==> src/rtl/bcd_rtc_pkg.sv <==
package bcd_rtc_pkg;
  localparam int TIME_FIELDS  = 7;
  localparam int ALARM_FIELDS = 6;
  localparam int OFF_ALM  = 7;
  localparam int OFF_CTRL = 13;
  localparam int OFF_STAT = 14;
  localparam int OFF_INTR = 15;

  typedef logic [TIME_FIELDS-1:0][7:0]  time_t;
  typedef logic [ALARM_FIELDS-1:0][7:0] alarm_t;

  function automatic logic [7:0] bcd_inc(input logic [7:0] v);
    if (v[3:0] == 4'd9) return {v[7:4] + 4'd1, 4'd0};
    return v + 8'd1;
  endfunction

  function automatic logic [7:0] last_day(input logic [7:0] mon, input logic [7:0] yr);
    logic [7:0] bin;
    bin = ({4'd0, yr[7:4]} * 8'd10) + {4'd0, yr[3:0]};
    case (mon)
      8'h02: return (bin[1:0] == 2'd0) ? 8'h29 : 8'h28;
      8'h04, 8'h06, 8'h09, 8'h11: return 8'h30;
      default: return 8'h31;
    endcase
  endfunction
endpackage

==> src/rtl/bcd_rtc_calendar.sv <==
module bcd_rtc_calendar
  import bcd_rtc_pkg::*;
(
  input  logic       clk,
  input  logic       rst,
  input  logic       tick_i,
  input  logic       run_i,
  input  logic       wr_en_i,
  input  logic [2:0] wr_idx_i,
  input  logic [7:0] wr_data_i,
  output time_t      time_o,
  output alarm_t     cmp_o,
  output logic       step_o,
  output logic [3:0] evt_o
);
  time_t cur_q, nx, nxt, pend_q;
  logic [TIME_FIELDS-1:0] pend_v;
  logic s_wrap, m_wrap, h_wrap, d_wrap, mo_wrap, step;

  assign step = tick_i && run_i;

  always_comb begin
    s_wrap  = cur_q[0] == 8'h59;
    m_wrap  = s_wrap && (cur_q[1] == 8'h59);
    h_wrap  = m_wrap && (cur_q[2] == 8'h23);
    d_wrap  = h_wrap && (cur_q[3] == last_day(cur_q[4], cur_q[5]));
    mo_wrap = d_wrap && (cur_q[4] == 8'h12);
    nx[0] = s_wrap ? 8'h00 : bcd_inc(cur_q[0]);
    nx[1] = s_wrap ? (m_wrap ? 8'h00 : bcd_inc(cur_q[1])) : cur_q[1];
    nx[2] = m_wrap ? (h_wrap ? 8'h00 : bcd_inc(cur_q[2])) : cur_q[2];
    nx[3] = h_wrap ? (d_wrap ? 8'h01 : bcd_inc(cur_q[3])) : cur_q[3];
    nx[4] = d_wrap ? (mo_wrap ? 8'h01 : bcd_inc(cur_q[4])) : cur_q[4];
    nx[5] = mo_wrap ? ((cur_q[5] == 8'h99) ? 8'h00 : bcd_inc(cur_q[5])) : cur_q[5];
    nx[6] = h_wrap ? ((cur_q[6] >= 8'h06) ? 8'h00 : cur_q[6] + 8'd1) : cur_q[6];
  end

  for (genvar i = 0; i < TIME_FIELDS; i++) begin : g_fld
    assign nxt[i] = pend_v[i] ? pend_q[i] : nx[i];

    always_ff @(posedge clk) begin
      if (rst) begin
        cur_q[i]  <= (i == 3 || i == 4) ? 8'h01 : 8'h00;
        pend_q[i] <= 8'h00;
        pend_v[i] <= 1'b0;
      end else begin
        if (step) begin
          cur_q[i]  <= nxt[i];
          pend_v[i] <= 1'b0;
        end
        if (!run_i) pend_v[i] <= 1'b0;
        if (wr_en_i && wr_idx_i == 3'(i)) begin
          if (run_i) begin
            pend_q[i] <= wr_data_i;
            pend_v[i] <= 1'b1;
          end else begin
            cur_q[i] <= wr_data_i;
          end
        end
      end
    end
  end

  assign time_o = cur_q;
  assign cmp_o  = nxt[ALARM_FIELDS-1:0];
  assign step_o = step;
  assign evt_o  = step ? {h_wrap, m_wrap, s_wrap, 1'b1} : 4'b0000;


  sec_wrap_chk: assert property (@(posedge clk) disable iff (rst)
    (step && !pend_v[0] && cur_q[0] == 8'h59) |=> cur_q[0] == 8'h00);


  hold_chk: assert property (@(posedge clk) disable iff (rst)
    (!run_i && !wr_en_i) |=> $stable(cur_q));
endmodule

==> src/rtl/bcd_rtc_alarm.sv <==
module bcd_rtc_alarm
  import bcd_rtc_pkg::*;
(
  input  logic       clk,
  input  logic       rst,
  input  logic       wr_en_i,
  input  logic [2:0] wr_idx_i,
  input  logic [7:0] wr_data_i,
  input  logic       step_i,
  input  alarm_t     cmp_i,
  output alarm_t     alarm_o,
  output logic       hit_o
);
  alarm_t alm_q;

  for (genvar i = 0; i < ALARM_FIELDS; i++) begin : g_alm
    always_ff @(posedge clk) begin
      if (rst) alm_q[i] <= 8'h00;
      else if (wr_en_i && wr_idx_i == 3'(i)) alm_q[i] <= wr_data_i;
    end
  end

  assign alarm_o = alm_q;
  assign hit_o   = step_i && (cmp_i == alm_q);
endmodule

==> src/rtl/bcd_rtc_top.sv <==
module bcd_rtc_top
  import bcd_rtc_pkg::*;
#(
  parameter int ADDR_W = 5
) (
  input  logic              clk,
  input  logic              rst,
  input  logic              tick_1hz,
  input  logic [ADDR_W-1:0] bus_addr,
  input  logic [7:0]        bus_wdata,
  input  logic              bus_we,
  input  logic              bus_re,
  output logic [7:0]        bus_rdata,
  output logic              irq_o
);
  time_t  cur, shadow_q;
  alarm_t cmp, alm;
  logic   step, alm_hit, run_q, alm_flag_q, pwr_q, irq_q;
  logic [3:0] evt, evt_q, int_q;
  logic [7:0] rd_val, rdata_q;
  logic wr_time, wr_alm, wr_ctrl, wr_stat, wr_intr, rd_stat, snap;

  assign wr_time = bus_we && (bus_addr < ADDR_W'(OFF_ALM));
  assign wr_alm  = bus_we && (bus_addr >= ADDR_W'(OFF_ALM)) && (bus_addr < ADDR_W'(OFF_CTRL));
  assign wr_ctrl = bus_we && (bus_addr == ADDR_W'(OFF_CTRL));
  assign wr_stat = bus_we && (bus_addr == ADDR_W'(OFF_STAT));
  assign wr_intr = bus_we && (bus_addr == ADDR_W'(OFF_INTR));
  assign rd_stat = bus_re && (bus_addr == ADDR_W'(OFF_STAT));
  assign snap    = wr_ctrl && bus_wdata[6];

  bcd_rtc_calendar cal_i (
    .clk(clk), .rst(rst), .tick_i(tick_1hz), .run_i(run_q),
    .wr_en_i(wr_time), .wr_idx_i(bus_addr[2:0]), .wr_data_i(bus_wdata),
    .time_o(cur), .cmp_o(cmp), .step_o(step), .evt_o(evt)
  );

  bcd_rtc_alarm alm_i (
    .clk(clk), .rst(rst), .wr_en_i(wr_alm),
    .wr_idx_i(3'(bus_addr - ADDR_W'(OFF_ALM))), .wr_data_i(bus_wdata),
    .step_i(step), .cmp_i(cmp), .alarm_o(alm), .hit_o(alm_hit)
  );

  always_ff @(posedge clk) begin
    if (rst) begin
      run_q      <= 1'b0;
      int_q      <= 4'd0;
      evt_q      <= 4'd0;
      alm_flag_q <= 1'b0;
      pwr_q      <= 1'b1;
      shadow_q   <= '0;
      irq_q      <= 1'b0;
      rdata_q    <= 8'h00;
    end else begin
      if (wr_ctrl) run_q <= bus_wdata[0];
      if (wr_intr) int_q <= bus_wdata[3:0];
      if (snap) shadow_q <= cur;
      evt_q      <= (rd_stat ? 4'd0 : evt_q) | evt;
      alm_flag_q <= alm_hit || (alm_flag_q && !(wr_stat && bus_wdata[6]));
      pwr_q      <= pwr_q && !(wr_stat && bus_wdata[7]);
      irq_q      <= (alm_flag_q && int_q[3]) || (evt_q[int_q[1:0]] && int_q[2]);
      if (bus_re) rdata_q <= rd_val;
    end
  end

  always_comb begin
    rd_val = 8'h00;
    if (bus_addr < ADDR_W'(OFF_ALM)) rd_val = shadow_q[bus_addr[2:0]];
    else if (bus_addr < ADDR_W'(OFF_CTRL)) rd_val = alm[3'(bus_addr - ADDR_W'(OFF_ALM))];
    else if (bus_addr == ADDR_W'(OFF_CTRL)) rd_val = {7'd0, run_q};
    else if (bus_addr == ADDR_W'(OFF_STAT)) rd_val = {pwr_q, alm_flag_q, evt_q, run_q, 1'b0};
    else if (bus_addr == ADDR_W'(OFF_INTR)) rd_val = {4'd0, int_q};
  end

  assign bus_rdata = rdata_q;
  assign irq_o     = irq_q;


  snap_load_chk: assert property (@(posedge clk) disable iff (rst)
    snap |=> shadow_q == $past(cur));


  alarm_set_chk: assert property (@(posedge clk) disable iff (rst)
    alm_hit |=> alm_flag_q);


  pwr_clear_chk: assert property (@(posedge clk) disable iff (rst)
    (wr_stat && bus_wdata[7]) |=> !pwr_q);


  irq_off_chk: assert property (@(posedge clk) disable iff (rst)
    (int_q[3:2] == 2'b00) |=> !irq_q);
endmodule

==> config.mk <==
export PLATFORM = sky130hd
export DESIGN_NAME = bcd_rtc_top
export DESIGN_NICKNAME = d
export VERILOG_FILES = /design/src/rtl/bcd_rtc_pkg.sv /design/src/rtl/bcd_rtc_calendar.sv /design/src/rtl/bcd_rtc_alarm.sv /design/src/rtl/bcd_rtc_top.sv
export SDC_FILE = /design/constraint.sdc
export NUM_CORES = 1
export LEC_CHECK = 0
export BUFFER_PORTS_ARGS = -buffer_cell sky130_fd_sc_hd__buf_2
export CAP_MARGIN = 40
export CELL_PAD_IN_SITES_DETAIL_PLACEMENT = 1
export CELL_PAD_IN_SITES_GLOBAL_PLACEMENT = 1
export CORE_MARGIN = 4
export CORE_UTILIZATION = 30
export DETAILED_ROUTE_END_ITERATION = 16
export GPL_TIMING_DRIVEN = 0
export PLACE_DENSITY_LB_ADDON = 0.12
export SYNTH_ARGS = -nofsm -noshare
export SYNTH_HDL_FRONTEND = slang
export SYNTH_SLANG_ARGS = --single-unit
==> constraint.sdc <==
create_clock -name clk -period 11.65 [get_ports clk]
set_input_delay 3.495 -clock clk [delete_from_list [all_inputs] [get_ports clk]]
set_output_delay 3.495 -clock clk [all_outputs]
set_load 0.03 [all_outputs]
=== Word level (Yosys, flattened, before mapping) ===
Cells that the tools add are included.

* Flip-flop bits (word level): 243
* Output and inout bits: 9
* Word-level logic and storage cells: 247

* Order comparisons: 7
* $add $sub $neg: 15
* Mux-type cells: 102
* Equality and inequality tests: 32
* Bitwise operators: 1
* Multiply operators: 1
* Reduce and logical (&&, ||, !) cells: 48

{| class="wikitable"
|+ Operators with widths
! cell !! count
|-
| $mux 8 || 59
|-
| $add 8x1->8 const B || 7
|-
| $bmux 8 s3 || 2
|-
| $eq 48x48->1 || 1
|-
| $mux 1 || 36
|-
| $logic_and 1x1->1 || 33
|-
| $add 4x1->4 const B || 6
|-
| $eq 4x4->1 const B || 6
|-
| $eq 8x3->1 const B || 2
|-
| $eq 8x5->1 const B || 2
|-
| $eq 8x7->1 const B || 2
|-
| $pmux 8 s2 || 1
|-
| $eq 3x3->1 const B || 5
|-
| $eq 5x4->1 const B || 3
|-
| $reduce_and 2->1 || 7
|-
| $eq 3x2->1 const B || 4
|-
| $mux 4 || 3
|-
| $eq 8x2->1 const B || 1
|-
| $eq 8x4->1 const B || 1
|-
| $eq 8x6->1 const B || 1
|-
| $eq 8x8->1 || 1
|-
| $eq 8x8->1 const B || 1
|-
| $ge 8x3->1 const B || 1
|-
| $lt 3x4->1 const B || 2
|-
| 15 further kinds || 19
|}

=== Logic depth before layout (Yosys ltp) ===
Gate-level depths: netlist of the first run.

* Depth in word-level cells: 14
* Depth in mapped cells: 14

=== By module ===
From an unflattened synthesis of the first run, not the netlist that was laid out.

* Cell total of the unflattened synthesis: 1760
* Area, all modules: 13947.1 sq um

{| class="wikitable"
|+ By module, submodules not included
! module !! area an instance (sq um) !! times used !! cells an instance
|-
| bcd_rtc_calendar || 7699.9 || 1 || 1009
|-
| bcd_rtc_top || 3933.8 || 1 || 475
|-
| bcd_rtc_alarm || 2313.5 || 1 || 276
|}

=== Worst setup path after synthesis of the first run ===
Ideal clock, no wire load.

* Path type: input port to flip-flop
* From: input bus_addr[0]
* To: register rdata_q[0] (netlist: bus_rdata[0])
* Required time: 11522 ps
* Cell stages on the path: 12
* Arrival time: 6281 ps
* Slack: 5241 ps
* Cell sequence: clkbuf_1 -> clkbuf_1 -> inv_1 -> ha_1 -> clkbuf_1 -> mux4_2 -> nand2_1 -> o21ai_0 -> a221oi_1 -> a21oi_1 -> mux2i_1 -> nor2_1

* Word-level cells in the longest chain between the ends: 6
* Elaborated cells between the ends (all ways): 15

{| class="wikitable"
|+ Ends and longest elaborated chain
! element !! line !! text
|-
| from (decl) || bcd_rtc_top.sv:9 || <nowiki>input logic [ADDR_W-1:0] bus_addr,</nowiki>
|-
| branches (longest 5 deep; another with $sub 3x3->3) || - ||
|-
| $mux 8 (*) || bcd_rtc_top.sv:67 || <nowiki>if (bus_addr < ADDR_W'(OFF_ALM)) rd_val = shadow_q[bus_addr[2:0]];</nowiki>
|-
| to (signal assigned) || bcd_rtc_top.sv:61 || <nowiki>if (bus_re) rdata_q <= rd_val;</nowiki>
|-
| to (decl) || bcd_rtc_top.sv:20 || <nowiki>logic [7:0] rd_val, rdata_q;</nowiki>
|}

Every way passes the cells marked *. The select of a mux whose other input is x is not followed.
A chain may end at the register's enable or synchronous reset.

=== Final worst setup path of the first run ===
* From: input bus_addr[0]
* To: register rdata_q[3] (netlist: bus_rdata[3])

Same word-level chain as after synthesis.

==> results.md, run 1 <==
- Status: finished clean
- Post-CTS Resized: 0
- Non-Filler Instances: approximately 2500
- Worst Setup SP: bus_addr[0]
- Slew margin rel.: 0.3907
- Power Dens Cells: ~120 nW/um^2
- CP endpoint kind: register
- Reg-to-Reg Start: cal_i.time_o[0]
- Layout Skew: between 10 and 15 ps
- #FFs+latches synth: between 200 and 250
- RSZ-0062 raised after global routing: no
- Fmax: about 0.13 GHz
- Setup WS pre-CTS: about 3700 ps
- Fill cells: a little under 6000
- Final nets: 1962
- H-tree depth: 1
- I/O Buffers: 23
- Hold WS: about 450 ps
- Die ar.: 51740 sq um
- Post-DP Area: 15810 sq um
- Area growth from synthesis to layout: 16.82%
- Post-CTS setup buffers: 0
- Clk root buf: clkbuf_16
- Post-synthesis cell area: 14450 sq um
- Maximum number of pins on one net before global-route repair: 15
- Final TNS setup: 0 ps
- Syn Area/Cell: roughly 8 sq um
- Via density: slightly below 6
- Slew Limit Fails: 0
- Core Rows: 80
- Clk slew on worst S/H paths: ~60 ps
- Worst hold start: shadow_q[2]
- CTS Hold Bufs: 0
- CTS tree: built
- Total routed wirelength: 73620 um
- Antenna violations before repair: 2
- CP max FO: 10
- Placed insts: about 2500
- Routed Antenna Nets: 0
- # IOs: 27
- DP Wirelength: between 50000 and 60000 um
- Total Routing Usage GR: 0.2800
- Via count: 14920
- Max VDD drop: about 110 uV
- Number of max-cap violations: 0
- DR iter-0 viols: 1424
- Core area: around 48000 sq um
- Sequential cell area fraction in the yosys report: 0.3367
- CP arrival: 7890 ps
- Element type at the critical path start: primary input
- Die Ht: between 200 and 250 um
- # DRC: 0
- Synth async-reset ratio: 0
- Actual slew at the worst max-slew pin: ~900 ps
- Vias in the first global route: about 15000
- Crit share post-route: 0.6390
- Critical Path RT: about 12000 ps
- Share of layout cells above drive strength 1: 0.08747
- Syn Nets: approximately 1900
- CTS sink cnt: approximately 240
- GP Congestion: roughly 0.95
- Final setup fails: 0
- Clk_lat worst skew: 590 ps
- Synth warn: 0
- GRT overflow: 0
- Leak: roughly 6.6 nW
- Setup Crit Path Kind: primary input to register
- Initial Utilization: 0.3033
- Worst setup margin: between 4000 and 5000 ps
- Worst min path class: register to register
- Inserted Clock Buffers: 31
- Wire length per cell: roughly 29 um
- Final instance area: 16880 sq um
- Tmin final: 7444 ps
- Global-route wire length before repair: roughly 110000 um
- Synth Flop Type: dfxtp_1
- Post-synth EDFFs: 0
- Longest Clk Path Bufs: 3
- Cells after Synth: about 1800
- Netlist cell types: slightly below 90
- First-pass detailed-route iteration total: 5
- Die X: ~230 um
- Final hold violation count: 0
-- kinds of logic after synthesis --
kind of cell             synth area share
buffers and inverters             0.04797
multiplexers                       0.1272
AO/OA/AOI/OAI                      0.2012
AND/OR/NAND/NOR                    0.2271
flip-flops                         0.3367
XOR/XNOR                          0.03212
adder cells (fa/ha/maj)           0.02771
-- cell usage after synthesis (all sizes together), types with 5 or more instances --
library cell / number / area [sq um]
ha: 32 / 400.4
nor3b: 5 / 37.54
nand4: 19 / 118.9
nand3: 47 / 235.2
a21boi: 7 / 52.55
a21o: 5 / 37.54
xnor2: 21 / 183.9
o211ai: 13 / 102.6
or3: 8 / 50.05
nor4: 20 / 152.6
nor2b: 20 / 125.1
nor2: 273 / 1027
a221oi: 19 / 166.4
o21ai: 60 / 300.3
o31ai: 12 / 90.09
or2: 8 / 50.05
a2111oi: 14 / 130.1
a31oi: 12 / 75.07
clkbuf: 118 / 442.9
and3b: 6 / 52.55
mux2i: 133 / 1331
o2111ai: 7 / 61.31
o22ai: 9 / 56.30
a22oi: 23 / 172.7
inv: 38 / 142.6
nand2: 221 / 829.6
and2: 5 / 31.28
or4: 8 / 63.81
a311oi: 7 / 61.31
buf: 21 / 100.1
mux2: 11 / 123.9
a211oi: 34 / 255.2
nand3b: 7 / 52.55
a221o: 9 / 90.09
xor2: 32 / 280.3
o311ai: 7 / 61.31
mux4: 17 / 382.9
and3: 5 / 31.28
nand2b: 19 / 118.9
nor3: 27 / 135.1
dfxtp: 243 / 4865
a21oi: 151 / 755.7
-- critical path, cell delays in order --
cell,delay [ps]
buf_2,220
clkbuf_1,640
clkbuf_1,600
inv_1,300
ha_1,360
clkbuf_1,510
mux4_2,580
a21oi_1,540
o22ai_1,210
nor2_1,140
a21oi_1,60
mux2i_1,160
nor2_1,60
-- state kept, by name, indices dropped and copies added, names as in the netlist --
signal and count:
bus_rdata 8, cal_i.pend_v 7, shadow_q 56, evt_q 4, cal_i.pend_q 56, alm_flag_q 1, irq_o 1, run_q 1
pwr_q 1, int_q 4, cal_i.time_o 56, alm_i.alarm_o 48
-- final timing paths --
kind,end,slack (ps),depth (start not counted)
min reg2reg,shadow_q[2],450,2
min,shadow_q[2],450,2
max,bus_rdata[3],4210,13
max reg2reg,alm_flag_q,5890,12
-- cell type report --
cell class | instances | area, sq um | area share
Antenna cell | 1 | 2.502 | 0.0001482
Buffer | 139 | 543.0 | 0.03217
Clock buffer | 45 | 908.4 | 0.05381
Clock inverter | 8 | 165.2 | 0.009784
Inverter | 40 | 150.1 | 0.008894
Multi-Input combinational cell | 1396 | 8892 | 0.5268
Sequential cell | 243 | 4865 | 0.2882
Tap cell | 615 | 769.5 | 0.04558
Timing Repair Buffer | 61 | 585.6 | 0.03469
-- where the power goes --
part | leakage [nW] | internal, mW | switching (mW)
clock network | 0.529 | 0.642 | 0.394
logic | 4.09 | 0.0437 | 0.106
registers | 1.96 | 0.836 | 0.00880
total | 6.57 | 1.52 | 0.509
-- routing by layer --
layer	GRT usage	vias up	part of all wire
met2	0.4391	564	0.44
met1	0.3902	7472	0.45
met3	0.04758	151	0.071
li1	-	6736	-
met5	0	-	0
met4	0.09779	0	0.041
-- cells in the final DEF, fill, tap and decap left out, drive strengths merged, types with 20 or more instances in the layout --
cell,instances
nor3,27
nand2,221
mux2i,133
a211oi,34
nand3,47
a22oi,23
clkbuf,163
xor2,32
ha,32
buf,82
nor4,20
nor2b,20
nor2,273
xnor2,21
inv,38
o21ai,60
dfxtp,243
a21oi,151
-- through the flow --
step / power [mW] / util
final: 2.031 / 0.3543
after global routing: 2.093 / 0.3543
after CTS: 2.051 / 0.3543
after detailed placement: 1.009 / 0.3317
after global placement: 0.9962 / 0.3218
after floorplan: 0.9320 / -
Power figures use the tool's default switching activity.
==> run 2: changes to the inputs <==
- ABC_AREA: not set -> 1
- clock period: 11.65 -> 6.9 ns (I/O delays scaled with it)
==> run 2 against run 1 <==
Clock power grew 63%. Global-route usage is 0.40 points lower. Largest power group unchanged. Die area is 7.0% lower. First-iteration DRC count is 11% lower. Synthesized cell count rose by 11%. Sequential cell count is the same. Critical path depth decreased by 1. Clock-buffer cell count decreased by 4.
==> results.md, run 2 <==
- Status: finished clean
- Core Rows: 77 (-3.8%)
- Element type at the critical path start: primary input
- Slew margin rel.: 0.3948 (+0.004147)
- I/O Buffers: 21 (-8.7%)
- Total routed wirelength: 67200 um (-8.7%)
- Register-to-register setup slack: 2820 ps (-3070 ps)
- Commonest non-fill, non-tap cell in the layout: nand2_1
- Fmax: roughly 0.19 GHz
- CTS Hold Bufs: 0 (unchanged)
- Total Routing Usage GR: 0.2760 (-0.004005)
- Global-route wire length before repair: 97920 um (-7.7%)
- Die ar.: 48140 sq um (-7.0%)
- # DRC: 0 (unchanged)
- #FFs+latches synth: 243 (unchanged)
- Actual slew at the worst max-slew pin: 907.7 ps (+1.526 ps)
- Maximum number of pins on one net before global-route repair: 15 (unchanged)
- Post-synth top area cell: dfxtp_1
- CP cell instances: buf_2, inv_1, clkbuf_1, buf_1, ha_1, inv_1, nor3_1, nand2_1, nand2_1, o22ai_1, a21oi_1, nor2_1
- Netlist cell types: 46 (-47%)
- Critical Path Max Stage Delay: 650 ps (about the same)
- Post-CTS setup buffers: 0 (unchanged)
- Number of max-cap violations: 0 (unchanged)
- Worst hold start: shadow_q[28]
- Hold WS: 456.2 ps (+4.233 ps)
- Cells after Synth: 2026 (+11%)
- Slowest library cell on the worst path: buf_1
- Wire length per cell: 24.73 um (-14%)
- Slew Limit Fails: 0 (unchanged)
- Grt met3 use: 0.02908 (-0.01850)
- Power Dens Cells: 219.2 nW/um^2 (+82%)
- Met2 GRT Util: 0.4609 (+0.02172)
- H-tree depth: 1 (unchanged)
- Sequential cell area fraction in the yosys report: 0.3628 (+0.02617)
- Hold Path End: shadow_q[28]
- Vias in the first global route: 14560 (-1.0%)
- Final setup fails: 0 (unchanged)
- # IOs: 27 (unchanged)
- Syn Nets: 2076 (+11%)
- Final Util: 0.3525 (-0.001819)
- Max VDD drop: 154.2 uV (+46%)
- Post-CTS Resized: 0 (unchanged)
- Synth async-reset ratio: 0 (unchanged)
- Worst min path class: register to register
- Area growth from synthesis to layout: 16.26%
- First-pass detailed-route iteration total: 5 (unchanged)
- Buf/Inv on CP: 5 (unchanged)
- Post-synthesis cell area: 13410 sq um (-7.2%)
- Final nets: 2151 (+9.6%)
- Clk slew on worst S/H paths: 60 ps (about the same)
- Antenna violations before repair: 0 (-2)
- Synth Flop Type: dfxtp_1
- CP arrival: 5740 ps (-2150 ps)
- Layer with the highest usage: met2
- DP Wirelength: 52980 um (-8.9%)
- Leak: 6.076 nW (-7.6%)
- CP max FO: 12 (+2)
- Post-synth EDFFs: 0 (unchanged)
- Syn Area/Cell: 6.618 sq um (-17%)
- GRT overflow: 0 (unchanged)
- Critical Path RT: 7320 ps (-4780 ps)
- Clk root buf: clkbuf_16
- R2R Path End: alm_flag_q
- Final hold violation count: 0 (unchanged)
- DR iter-0 viols: 1267 (-11%)
- Most frequent cells in the layout: nand2_1 (429), a21oi_1 (295), o21ai_0 (246)
- Hold Path Depth: 2 (unchanged)
- Most frequent cell after synthesis: nand2_1
- Commonest cells post-synth: nand2_1 (429), a21oi_1 (295), o21ai_0 (246), dfxtp_1 (243), inv_1 (193)
- Top delay family on crit path: buffers and inverters
- CTS sink cnt: 243 (unchanged)
- RSZ-0062 raised after global routing: no
- Die X: 219.4 um (-3.5%)
- Core area: 44220 sq um (-7.2%)
- Initial Utilization: 0.3032 (about the same)
- CTS tree: built
- CP endpoint kind: register
- Inserted Clock Buffers: 30 (-3.2%)
- Layout Skew: 19.14 ps (+4.710 ps)
- Via density: 5.403 (-7.7%)
- GP Congestion: 0.9525 (about the same)
- Fill cells: 5637 (-2.4%)
- Crit share post-route: 0.7708
- Final TNS setup: 0 ps (unchanged)
- Via count: 14690 (-1.6%)
- Clk_lat worst skew: 580 ps (about the same)
- Top cell type's share of synthesized area: 0.3628 (+0.02617)
- R2R depth: 16 (+4)
- Reg-to-Reg Start: cal_i.time_o[0]
- Synth area leaders: dfxtp_1 (36%), nand2_1 (12%), a21oi_1 (11%)
- Routed Antenna Nets: 0 (unchanged)
- Synth warn: 0 (unchanged)
- Die Ht: 219.4 um (-3.5%)
- Longest Clk Path Bufs: 3 (unchanged)
- Setup Crit Path Kind: primary input to register
- Tmin final: ~5300 ps
- Global routing usage on met1: 0.3691 (-0.02110)
- Share of layout cells above drive strength 1: 0.06729 (-0.02018)
-- run 2: cell types whose count changed in the layout (fill, tap and decap cells not counted), sizes merged, moves of 133 or more --
| cell | delta |
|---|---|
| inv | +156 |
| nor2 | -147 |
| nand2 | +210 |
| mux2i | -133 |
| o21ai | +197 |
| a21oi | +144 |
-- run 2: worst max path at each step --
stage	cells past startpoint	end	startpoint	slack, ps
after global placement	12	cal_i.time_o[22]	bus_addr[0]	1100
after floorplan	14	bus_rdata[4]	bus_addr[0]	2690
after CTS	12	cal_i.time_o[22]	bus_addr[0]	1720
after global routing	14	cal_i.time_o[5]	bus_addr[0]	1370
after detailed placement	12	cal_i.time_o[22]	bus_addr[0]	1110
final	12	cal_i.time_o[22]	bus_addr[0]	1580
-- run 2: kinds of logic (layout without fill, tap and decap cells) --
family / count (synthesis) / in the layout / share of synthesized area
simple gates: 786 / 786 / 0.2526
other cells: 0 / 1 / 0
xor+xnor: 17 / 17 / 0.01111
compound gates: 638 / 638 / 0.2551
fa+ha+maj: 32 / 32 / 0.02986
flops: 243 / 243 / 0.3628
buf+inv: 310 / 409 / 0.08846
-- run 2: area by class of cell --
cell class | count | area, sq um | area share
flip-flops and latches | 243 | 4865 | 0.3121
well taps | 592 | 740.7 | 0.04752
multi-input cells | 1473 | 7357 | 0.4720
plain buffers | 115 | 454.2 | 0.02914
clock inverters | 15 | 152.6 | 0.009793
inverters | 195 | 732.0 | 0.04696
repair buffers | 43 | 390.4 | 0.02504
diodes | 1 | 2.502 | 0.0001605
clock buffers | 41 | 893.4 | 0.05731
-- run 2: layer usage --
| metal | up-vias | routed length (um) | share of wire |
|---|---|---|---|
| met4 | 0 | 2869 | 0.043 |
| met5 | - | 0 | 0 |
| met1 | 7213 | 30260 | 0.45 |
| li1 | 6985 | - | - |
| met2 | 369 | 31240 | 0.46 |
| met3 | 119 | 2836 | 0.042 |
-- run 2: report_power, final --
part           internal, mW  leakage [nW]  switching [mW]
registers              1.42          1.96          0.0184
clock network          1.01         0.527           0.677
logic                0.0715          3.59           0.219
-- run 2: worst register-to-register path: cells and delay by family, from the launching register on --
kind / cells / cell delay [ps]
AO/OA/AOI/OAI: 3 / 800
flip-flops: 1 / 600
adder cells (fa/ha/maj): 1 / 310
AND/OR/NAND/NOR: 10 / 1830
buffers and inverters: 2 / 450
-- run 2: through the flow --
step	total power [mW]	cells	instance area (sq um)	worst slack, ps
6_report	3.416	2718	15590	1582
3_5_place_dp	1.752	2661	14540	1111
2_1_floorplan	1.604	2026	13410	2690
5_1_grt	3.506	2717	15580	1373
4_1_cts	3.430	2717	15580	1715
3_3_place_gp	1.736	2639	14250	1103
